<file path="src/rtl/kbc_pkg.sv">
package kbc_pkg;

  // Controller command codes (values are behaviour, names are local)
  localparam logic [7:0] C_MODE_RD   = 8'h20;
  localparam logic [7:0] C_MODE_WR   = 8'h60;
  localparam logic [7:0] C_AUX_OFF   = 8'hA7;
  localparam logic [7:0] C_AUX_ON    = 8'hA8;
  localparam logic [7:0] C_AUX_TST   = 8'hA9;
  localparam logic [7:0] C_SELFTST   = 8'hAA;
  localparam logic [7:0] C_KBD_TST   = 8'hAB;
  localparam logic [7:0] C_KBD_OFF   = 8'hAD;
  localparam logic [7:0] C_KBD_ON    = 8'hAE;
  localparam logic [7:0] C_INP_RD    = 8'hC0;
  localparam logic [7:0] C_OUTP_RD   = 8'hD0;
  localparam logic [7:0] C_OUTP_WR   = 8'hD1;
  localparam logic [7:0] C_KOBUF_WR  = 8'hD2;
  localparam logic [7:0] C_AOBUF_WR  = 8'hD3;
  localparam logic [7:0] C_MOUSE_WR  = 8'hD4;
  localparam logic [7:0] C_GATE_OFF  = 8'hDD;
  localparam logic [7:0] C_GATE_ON   = 8'hDF;
  localparam logic [7:0] C_SYS_RST   = 8'hFE;

  localparam int MB_KBD_DIS = 4;
  localparam int MB_AUX_DIS = 5;
  localparam int MB_XLATE   = 6;

  localparam logic [7:0] SELFTEST_OK = 8'h55;

  typedef enum logic [2:0] {
    PEND_NONE, PEND_MODE, PEND_OUTP, PEND_KOBUF, PEND_AOBUF, PEND_MOUSE
  } pend_e;

  typedef enum logic [2:0] {
    RSRC_NONE, RSRC_MODE, RSRC_ZERO, RSRC_SELFTEST, RSRC_OUTIMG
  } rsrc_e;

  typedef struct packed {
    pend_e      arm;
    rsrc_e      reply;
    logic [7:0] mode_set;
    logic [7:0] mode_clr;
    logic       selftest_set;
    logic       gate_wr;
    logic       gate_val;
    logic       rst_fire;
  } cmd_act_t;

endpackage

</file>
<file path="src/rtl/kbc_cmd_decode.sv">
module kbc_cmd_decode
  import kbc_pkg::*;
(
  input  logic [7:0] cmd,
  output cmd_act_t   act
);

  always_comb begin
    act = '0;
    act.arm   = PEND_NONE;
    act.reply = RSRC_NONE;
    unique case (cmd)
      C_MODE_RD:  act.reply = RSRC_MODE;
      C_MODE_WR:  act.arm   = PEND_MODE;
      C_OUTP_WR:  act.arm   = PEND_OUTP;
      C_KOBUF_WR: act.arm   = PEND_KOBUF;
      C_AOBUF_WR: act.arm   = PEND_AOBUF;
      C_MOUSE_WR: act.arm   = PEND_MOUSE;
      C_AUX_OFF:  act.mode_set[MB_AUX_DIS] = 1'b1;
      C_AUX_ON:   act.mode_clr[MB_AUX_DIS] = 1'b1;
      C_KBD_OFF:  act.mode_set[MB_KBD_DIS] = 1'b1;
      C_KBD_ON:   act.mode_clr[MB_KBD_DIS] = 1'b1;
      C_AUX_TST, C_KBD_TST, C_INP_RD: act.reply = RSRC_ZERO;
      C_SELFTST: begin
        act.reply        = RSRC_SELFTEST;
        act.selftest_set = 1'b1;
      end
      C_OUTP_RD:  act.reply = RSRC_OUTIMG;
      C_GATE_ON: begin
        act.gate_wr  = 1'b1;
        act.gate_val = 1'b1;
      end
      C_GATE_OFF: act.gate_wr = 1'b1;
      C_SYS_RST:  act.rst_fire = 1'b1;
      default: ;
    endcase
  end

endmodule

</file>
<file path="src/rtl/kbc_stream_slot.sv">
module kbc_stream_slot #(
  parameter int W = 9
) (
  input  logic         clk,
  input  logic         rst_n,
  input  logic         push,
  input  logic [W-1:0] push_data,
  output logic         busy,
  output logic         out_valid,
  output logic [W-1:0] out_data,
  input  logic         out_ready
);

  assign busy = out_valid && !out_ready;

  always_ff @(posedge clk) begin
    if (!rst_n) begin
      out_valid <= 1'b0;
      out_data  <= '0;
    end else if (push) begin
      out_valid <= 1'b1;
      out_data  <= push_data;
    end else if (out_ready) begin
      out_valid <= 1'b0;
    end
  end

endmodule

</file>
<file path="src/rtl/kbc_outport.sv">
module kbc_outport (
  input  logic clk,
  input  logic rst_n,
  input  logic gate_wr,
  input  logic gate_val,
  input  logic rst_fire,
  output logic gate_o,
  output logic rst_pulse
);

  always_ff @(posedge clk) begin
    if (!rst_n) begin
      gate_o    <= 1'b0;
      rst_pulse <= 1'b0;
    end else begin
      rst_pulse <= rst_fire;
      if (gate_wr) gate_o <= gate_val;
    end
  end

endmodule

</file>
<file path="src/rtl/kbc_cmd_proc.sv">
module kbc_cmd_proc
  import kbc_pkg::*;
#(
  parameter int         ADDR_W    = 3,
  parameter int         DATA_OFF  = 0,
  parameter int         CMD_OFF   = 4,
  parameter logic [7:0] MODE_INIT = 8'h03
) (
  input  logic              clk,
  input  logic              rst_n,
  input  logic [ADDR_W-1:0] bus_addr,
  input  logic              bus_we,
  input  logic [7:0]        bus_wdata,
  output logic [7:0]        bus_rdata,
  input  logic              kbd_buf_full,
  input  logic              aux_buf_full,
  output logic              rep_valid,
  input  logic              rep_ready,
  output logic [7:0]        rep_data,
  output logic              rep_aux,
  output logic              dev_valid,
  input  logic              dev_ready,
  output logic [7:0]        dev_data,
  output logic              dev_to_mouse,
  output logic [7:0]        mode_o,
  output logic              a20_o,
  output logic              xlate_en,
  output logic              sys_rst_req
);

  localparam int NSLOT = 2;
  localparam int SW    = 9;
  localparam int S_REP = 0;
  localparam int S_DEV = 1;

  logic wr_cmd, wr_dat;
  assign wr_cmd = bus_we && (bus_addr == ADDR_W'(CMD_OFF));
  assign wr_dat = bus_we && (bus_addr == ADDR_W'(DATA_OFF));

  cmd_act_t act;
  kbc_cmd_decode u_dec (.cmd(bus_wdata), .act(act));

  logic [7:0] mode_q, mode_d;
  pend_e      pend_q, pend_d;
  logic       stok_q, stok_d;
  logic       gate_wr, gate_val, rst_fire;

  logic [NSLOT-1:0]  s_push, s_busy, s_valid, s_ready;
  logic [SW-1:0]     s_pdata [NSLOT];
  logic [SW-1:0]     s_odata [NSLOT];

  logic [7:0] status_b, outimg, reply_b;
  assign status_b = {2'b00, aux_buf_full, 1'b1, 1'b1, stok_q, 1'b0, kbd_buf_full};
  assign outimg   = {2'b00, aux_buf_full, kbd_buf_full, 2'b00, a20_o, 1'b1};

  always_comb begin
    unique case (act.reply)
      RSRC_MODE:     reply_b = mode_q;
      RSRC_SELFTEST: reply_b = SELFTEST_OK;
      RSRC_OUTIMG:   reply_b = outimg;
      default:       reply_b = 8'h00;
    endcase
  end

  always_comb begin
    mode_d   = mode_q;
    pend_d   = pend_q;
    stok_d   = stok_q;
    gate_wr  = 1'b0;
    gate_val = 1'b0;
    rst_fire = 1'b0;
    s_push   = '0;
    s_pdata[S_REP] = {1'b0, bus_wdata};
    s_pdata[S_DEV] = {1'b0, bus_wdata};
    if (wr_cmd && (act.reply == RSRC_NONE || !s_busy[S_REP])) begin
      mode_d   = (mode_q | act.mode_set) & ~act.mode_clr;
      stok_d   = stok_q | act.selftest_set;
      gate_wr  = act.gate_wr;
      gate_val = act.gate_val;
      rst_fire = act.rst_fire;
      if (act.arm != PEND_NONE) pend_d = act.arm;
      if (act.reply != RSRC_NONE) begin
        s_push[S_REP]  = 1'b1;
        s_pdata[S_REP] = {1'b0, reply_b};
      end
    end else if (wr_dat) begin
      unique case (pend_q)
        PEND_NONE: if (!s_busy[S_DEV]) begin
          s_push[S_DEV] = 1'b1;
          pend_d        = PEND_NONE;
        end
        PEND_MODE: begin
          mode_d = bus_wdata;
          pend_d = PEND_NONE;
        end
        PEND_OUTP: begin
          gate_wr  = 1'b1;
          gate_val = bus_wdata[1];
          rst_fire = !bus_wdata[0];
          pend_d   = PEND_NONE;
        end
        PEND_KOBUF, PEND_AOBUF: if (!s_busy[S_REP]) begin
          s_push[S_REP]  = 1'b1;
          s_pdata[S_REP] = {pend_q == PEND_AOBUF, bus_wdata};
          pend_d         = PEND_NONE;
        end
        PEND_MOUSE: if (!s_busy[S_DEV]) begin
          s_push[S_DEV]  = 1'b1;
          s_pdata[S_DEV] = {1'b1, bus_wdata};
          pend_d         = PEND_NONE;
        end
        default: pend_d = PEND_NONE;
      endcase
    end
  end

  always_ff @(posedge clk) begin
    if (!rst_n) begin
      mode_q <= MODE_INIT;
      pend_q <= PEND_NONE;
      stok_q <= 1'b0;
    end else begin
      mode_q <= mode_d;
      pend_q <= pend_d;
      stok_q <= stok_d;
    end
  end

  assign s_ready[S_REP] = rep_ready;
  assign s_ready[S_DEV] = dev_ready;

  for (genvar g = 0; g < NSLOT; g++) begin : g_slot
    kbc_stream_slot #(.W(SW)) u_slot (
      .clk       (clk),
      .rst_n     (rst_n),
      .push      (s_push[g]),
      .push_data (s_pdata[g]),
      .busy      (s_busy[g]),
      .out_valid (s_valid[g]),
      .out_data  (s_odata[g]),
      .out_ready (s_ready[g])
    );
  end

  kbc_outport u_outp (
    .clk       (clk),
    .rst_n     (rst_n),
    .gate_wr   (gate_wr),
    .gate_val  (gate_val),
    .rst_fire  (rst_fire),
    .gate_o    (a20_o),
    .rst_pulse (sys_rst_req)
  );

  assign rep_valid    = s_valid[S_REP];
  assign rep_data     = s_odata[S_REP][7:0];
  assign rep_aux      = s_odata[S_REP][8];
  assign dev_valid    = s_valid[S_DEV];
  assign dev_data     = s_odata[S_DEV][7:0];
  assign dev_to_mouse = s_odata[S_DEV][8];
  assign mode_o       = mode_q;
  assign xlate_en     = mode_q[MB_XLATE];
  assign bus_rdata    = (bus_addr == ADDR_W'(CMD_OFF)) ? status_b : 8'h00;

endmodule

</file>
<file path="config.mk">
export PLATFORM = sky130hd
export DESIGN_NAME = kbc_cmd_proc
export DESIGN_NICKNAME = d
export VERILOG_FILES = /design/src/rtl/kbc_pkg.sv /design/src/rtl/kbc_cmd_decode.sv /design/src/rtl/kbc_stream_slot.sv /design/src/rtl/kbc_outport.sv /design/src/rtl/kbc_cmd_proc.sv
export SDC_FILE = /design/constraint.sdc
export NUM_CORES = 1
export LEC_CHECK = 0
export ABC_AREA = 1
export BUFFER_PORTS_ARGS = -buffer_cell sky130_fd_sc_hd__buf_2
export CORE_MARGIN = 10
export CORE_UTILIZATION = 45
export CTS_CLUSTER_SIZE = 10
export DETAILED_ROUTE_END_ITERATION = 8
export PLACE_DENSITY_LB_ADDON = 0.12
export SETUP_SLACK_MARGIN = 0.02
export SYNTH_ARGS = -nofsm -noshare
export SYNTH_HDL_FRONTEND = slang
export SYNTH_HIERARCHICAL = 1
export SYNTH_SLANG_ARGS = --single-unit
</file>
<file path="constraint.sdc">
create_clock -name clk -period 2.2 [get_ports clk]
set_input_delay 0.44 -clock clk [delete_from_list [all_inputs] [get_ports clk]]
set_output_delay 0.44 -clock clk [all_outputs]
set_load 0.01 [all_outputs]
</file>
==> results.py, run 1 <==
metrics = {
    "placed_design": {
        "hpwl_um": 4969,
        "gp_congestion": 0.9203,
        "port_buffers": 53,
        "dp_slack_ps": -0.7787,
        "placed_area_um2": 2549,
    },
    "pwr": {
        "ir_drop_mv": 0.3221,
        "powerDensity_nw_per_um2": 523.3,
        "leakagePower_nw": 1.372,
    },
    "floorplan": {
        "start_util": 0.4627,
        "core_region_area_um2": 4692,
        "dieWidth_um": 89.46,
        "die_h_um": 89.46,
        "pin_count": 57,
        "num_rows": 25,
        "dieArea_um2": 8002,
    },
    "final_layout": {
        "n_fill_cell": 471,
        "fin_area_um2": 2664,
        "nets": 435,
        "multiInputGateArea_um2": 1225,
        "drive_gt1_frac": 0.2686,
        "seqCellArea_um2": 680.7,
        "diodes": 0,
        "area_growth_pct": 22.71,
    },
    "logic_synthesis": {
        "syn_area_per_cell_um2": 6.311,
        "ys_ff_latch": 34,
        "async_flop_share": 0,
        "synthSimpleGateAreaFrac": 0.3568,
        "synth_mux_area_frac": 0,
        "yosys.area.top_type_share": 0.3135,
        "synth_top_family_by_area": "simple AND/OR/NAND/NOR gates",
        "yosys_most_used_dff": "dfxtp_1",
        "synth_edf_count": 0,
        "syn_area_um2": 2171,
        "yosysWarningCount": 6,
        "seq_area_frac_synth": 0.3135,
        "ys_types": 30,
        "synth_compound_area_frac": 0.1781,
        "netlist_top_cells_area": "dfxtp_1, nand2_1, nor2_1",
        "synth_top_area_cell": "dfxtp_1",
        "synth-adder-area-share": 0,
        "synthXorXnorAreaFrac": 0,
        "synth_cells": 344,
    },
    "clocking": {
        "htree_levels": 2,
        "cts_made_buffers": 5,
        "clk_path_buf_depth": 2,
        "cts_root_buf": "clkbuf_8",
        "cts_sinks": 34,
        "cts_tree": "yes",
        "clock_latency_ps": 280,
        "clk_pin_slew_ps": 70,
    },
    "sta": {
        "whs_ps": 418.2,
        "hold_violations": 0,
        "setup_viol": 0,
        "finalCritPeriodShare": 0.8613,
        "setup_ws_ps": 305.1,
        "finalClockSkew_ps": 4.176,
        "fmax_ghz": 0.5277,
        "rsz0062_at_grt": "no",
        "final_max_slew_viol_count": 0,
        "period_needed_ps": 1895,
    },
    "min_path": {
        "min_path_type": "in2reg",
    },
    "route": {
        "drtAntennaViolNets": 0,
        "first_pass_iters": 4,
        "drt-total-wl_um": 6122,
        "wl_per_cell_um": 13.00,
        "drc": 0,
        "drt_iter0_markers": 117,
        "vias": 2318,
        "viasPerCell": 4.921,
    },
    "grt": {
        "grt.total_usage": 0.1626,
        "gr-usage-met3": 0.04376,
        "grt_pass1_wl_um": 10300,
        "antenna_found_initial": 0,
        "grt_max_degree": 20,
        "grtUsageMet1": 0.2086,
        "use_met2": 0.2594,
        "busiest_layer": "met2",
        "grt_overflow": 0,
        "grt_pass1_vias": 2141,
    },
    "setup_path": {
        "worstPathRequired_ps": 2380,
        "cp-start-kind": "primary input",
        "crit_fanout": 10,
        "end_kind": "flip-flop",
        "reg2reg_setup_slack_ps": 730,
        "worstSetupPathType": "in2reg",
        "worstPathArrival_ps": 2070,
    },
    "run_status": {
        "status": "finished clean",
    },
    "job": {
        "cap_violations": 0,
    },
}
-- layout by cell type (no fill, tap or decap), drive strengths merged --
cell    synthesis  final
clkbuf          0      6
o21bai          7      7
nor3b           1      1
a31oi           2      2
o31ai           1      1
o21a            1      1
a21oi          15     15
or2             2      2
inv            37     37
clkinv          1      1
buf            22     75
nand3          18     18
bufinv          0      1
nor3            5      5
nand2          82     82
dfxtp          34     34
nor2           69     69
o211ai          2      2
nand4           1      1
o21ai          41     41
nor4            1      1
conb            2     15
-- metrics by stage --
step	power [mW]	utilization	instances	TNS (ps)
final	1.394	0.5677	471	0
after global routing	1.454	0.5677	471	0
after CTS	1.407	0.5672	471	0
after detailed placement	0.8227	0.5432	464	-0.7787
after global placement	0.8221	0.5432	464	0
after floorplan	0.7595	-	357	0
-- sequential cells by signal, summed over array words and instances, names as in the netlist --
signal                   cells
g_slot.u_slot/out_valid      2
g_slot.u_slot/out_data      18
mode_o                       8
pend_q                       3
u_outp/rst_pulse             1
stok_q                       1
u_outp/gate_o                1
-- metal layers --
layer	share of wire	wire, um
met1	0.44	2668
met2	0.46	2834
met3	0.086	525
met4	0.015	94
met5	0	0
-- worst max-delay path, cell delays in order --
cell     delay [ps]
buf_2           110
inv_1           120
nand2_1         150
nor2_2          150
nand3_1          90
nand2_1         130
nor2_4           40
buf_4           150
a21oi_4         170
inv_2            50
o21ai_0          70
buf_4           200
inv_4            70
nor2_1           90
nor2_1           50
-- logic make-up (layout without fill, tap and decap cells) --
kind of cell	after synthesis	after routing
AOI/OAI and AO/OA	69	69
buffers and inverters	60	120
and+or+nand+nor	179	179
DFF	34	34
other	2	15
-- cell type report --
type,count,area share
Timing Repair Buffer,75,0.1616
Clock buffer,6,0.03100
Clock inverter,1,0.01127
Multi-Input combinational cell,263,0.4598
Inverter,38,0.05543
Tap cell,54,0.02536
Sequential cell,34,0.2555
-- Yosys cell counts (2+ instances only) --
cell	n
nor2_2	5
inv_4	2
o21ai_1	10
a31oi_1	2
buf_4	18
inv_1	28
or2_2	2
o211ai_1	2
inv_2	7
dfxtp_1	34
nand3_2	2
nand2_1	76
nand2_2	6
conb_1	2
nor3_1	5
nor2_1	61
nor2_4	3
nand3_1	16
a21oi_1	14
buf_6	3
o21bai_1	7
o21ai_0	31
-- power breakdown --
part	internal, mW	total, mW	switching, mW	leakage [nW]
clock network	0.362	0.585	0.223	0.0573
registers	0.626	0.633	0.00694	0.275
logic	0.0665	0.176	0.110	1.04
-- what timing repair did --
action | in CTS | in global routing
buffers inserted | 0 | 0
gates resized for setup | 0 | 1
hold buffers | 0 | 0
setup endpoints to repair | 0 | 1
hold endpoints to repair | 0 | 0
-- final timing paths --
path | start | to | depth (start not counted)
worst max-delay path | bus_wdata[1] | g_slot[0].u_slot/out_data[7]$_SDFFE_PN0P_ | 15
worst min-delay path | dev_ready | g_slot[1].u_slot/out_valid$_SDFFE_PN0P_ | 4
worst max register to register | g_slot[0].u_slot/out_valid$_SDFFE_PN0P_ | g_slot[0].u_slot/out_data[7]$_SDFFE_PN0P_ | 8
worst min register to register | stok_q$_SDFFE_PN0P_ | stok_q$_SDFFE_PN0P_ | 2
(Power assumes the default switching activity.)
==> run 2, diff against run 1 <==
==> constraint.sdc (replaced) <==
create_clock -name clk -period 2.05 [get_ports clk]
set_input_delay 0.41 -clock clk [delete_from_list [all_inputs] [get_ports clk]]
set_output_delay 0.41 -clock clk [all_outputs]
set_load 0.01 [all_outputs]
==> results.py, run 2 (same netlist as run 1, synthesis figures left out) <==
metrics = {
    "run_status": {
        "status": "finished clean",
    },
    "sta": {
        "rsz0062_at_grt": "no",
        "fmax_ghz": 0.5388,
        "period_needed_ps": 1856,
        "finalClockSkew_ps": 5.104,
        "finalCritPeriodShare": 0.9054,
        "final_max_slew_viol_count": 0,
        "whs_ps": 394.7,
        "hold_violations": 0,
        "setup_viol": 0,
    },
    "setup_path": {
        "cpPeakStageDelay_ps": 160,
        "ff2ff_path_depth": 7,
        "crit_chain": "buf_2, inv_1, nand2_2, nor2_2, nand3_1, nand2_2, nor2_4, nand2_2, nand2_2, nand2_2, a21oi_4, inv_2, buf_4, nand2_1, o21ai_1, nor2_1, nor2_1",
        "worstPathArrival_ps": 2030,
        "crit_fanout": 6,
        "worstReg2RegStart": "g_slot[0].u_slot/out_valid$_SDFFE_PN0P_",
        "critPathBufInv": 4,
        "worstPathRequired_ps": 2230,
        "worstSetupPathType": "in2reg",
        "cp_top_family": "simple AND/OR/NAND/NOR gates",
        "cp-start-kind": "primary input",
        "cp_num_cells": 17,
        "cp_slowest_cell": "buf_4",
        "timing.critical_path.from": "bus_wdata[1]",
        "cp_common_cell": "nand2_2",
        "end_kind": "flip-flop",
    },
    "clocking": {
        "cts_tree": "yes",
        "clk_pin_slew_ps": 70,
        "cts_root_buf": "clkbuf_8",
        "cts_made_buffers": 5,
        "postCtsHoldBufs": 0,
        "clock_latency_ps": 280,
        "cts_sinks": 34,
        "postCtsSetupRepairBufs": 0,
        "clk_path_buf_depth": 2,
        "htree_levels": 2,
        "cts_resized": 0,
    },
    "grt": {
        "grt_pass1_vias": 2169,
        "grt_overflow": 0,
        "grt.total_usage": 0.1622,
        "antenna_found_initial": 0,
        "grt_pass1_wl_um": 10260,
        "grt_max_degree": 25,
    },
    "final_layout": {
        "fin_area_um2": 2811,
        "largest_reg_flops": 18,
        "final_common_cell": "nand2_1",
        "drive_gt1_frac": 0.3009,
        "area_growth_pct": 29.51,
        "n_fill_cell": 488,
        "nets": 450,
        "mostFrequentLayoutCells": "nand2_1, nor2_1, buf_2",
        "top_register": "g_slot.u_slot/out_data",
        "diodes": 0,
    },
    "floorplan": {
        "dieArea_um2": 8002,
        "start_util": 0.4627,
        "pin_count": 57,
        "dieWidth_um": 89.46,
        "num_rows": 25,
        "die_h_um": 89.46,
        "core_region_area_um2": 4692,
    },
    "route": {
        "drtAntennaViolNets": 0,
        "wl_per_cell_um": 13.06,
        "drt_iter0_markers": 114,
        "vias": 2336,
        "viasPerCell": 4.807,
        "drc": 0,
        "drt-total-wl_um": 6346,
        "first_pass_iters": 4,
    },
    "placed_design": {
        "placed_area_um2": 2691,
        "port_buffers": 53,
        "gp_congestion": 0.9502,
        "hpwl_um": 5261,
    },
    "pwr": {
        "powerDensity_nw_per_um2": 538.2,
        "sw_frac_of_total": 0.2427,
        "leakagePower_nw": 1.458,
        "p_int_mw": 1.146,
        "seqPwrFrac": 0.449,
        "p_clk_frac": 0.413,
        "p_switching_mw": 0.3672,
        "comb_power_share": 0.138,
        "ir_drop_mv": 0.2980,
    },
    "min_path": {
        "min_path_type": "in2reg",
        "min_from": "dev_ready",
        "worstHoldPathCells": 4,
    },
    "job": {
        "cap_violations": 0,
    },
}
run 2: power groups by stage:
stage	combinational, mW	sequential [mW]	clock, mW
6_report	0.209	0.679	0.625
5_1_grt	0.235	0.680	0.664
4_1_cts	0.210	0.679	0.640
3_5_place_dp	0.209	0.694	0
3_3_place_gp	0.208	0.694	0
2_1_floorplan	0.119	0.698	0
run 2: worst reg2reg max path, delay by kind of cell, from the launching register on:
family | cells | cell delay, ps
simple gates | 4 | 580
flops | 1 | 310
compound gates | 1 | 290
buf+inv | 2 | 190
run 2: final cells by class:
cell class	instances	area (um2)	share of cell area
multi-input combinational	263	1247	0.4437
tap	54	67.56	0.02403
clock inverter	1	30.03	0.01068
timing repair buffer	90	555.5	0.1976
inverter	38	147.6	0.05251
sequential	34	680.7	0.2421
clock buffer	6	82.58	0.02937
run 2: final timing paths:
kind | to | slack (ps)
worst min-delay path | g_slot[1].u_slot/out_valid$_SDFFE_PN0P_ | 390
worst max register to register | g_slot[0].u_slot/out_data[7]$_SDFFE_PN0P_ | 590
worst min register to register | stok_q$_SDFFE_PN0P_ | 460
worst max-delay path | g_slot[0].u_slot/out_data[7]$_SDFFE_PN0P_ | 190
run 2: routing by layer:
metal  global-route usage  vias up  share of wire
met1               0.1967     1022           0.45
met5                    0        -              0
met2               0.2752       65           0.46
li1                     -     1242              -
met4              0.03902        0          0.011
met3              0.04558        7          0.080
run 2: metrics by stage:
| step | power [mW] | setup TNS [ps] | utilization | instances | worst slack [ps] |
|---|---|---|---|---|---|
| after floorplan | 0.8168 | 0 | - | 357 | 46.69 |
| after global placement | 0.9016 | -52.66 | 0.5736 | 479 | -27.23 |
| after detailed placement | 0.9028 | -1111 | 0.5736 | 479 | -84.28 |
| after CTS | 1.529 | 0 | 0.5976 | 486 | 204.4 |
| after global routing | 1.579 | 0 | 0.5992 | 486 | 36.43 |
| final | 1.513 | 0 | 0.5992 | 486 | 194.0 |
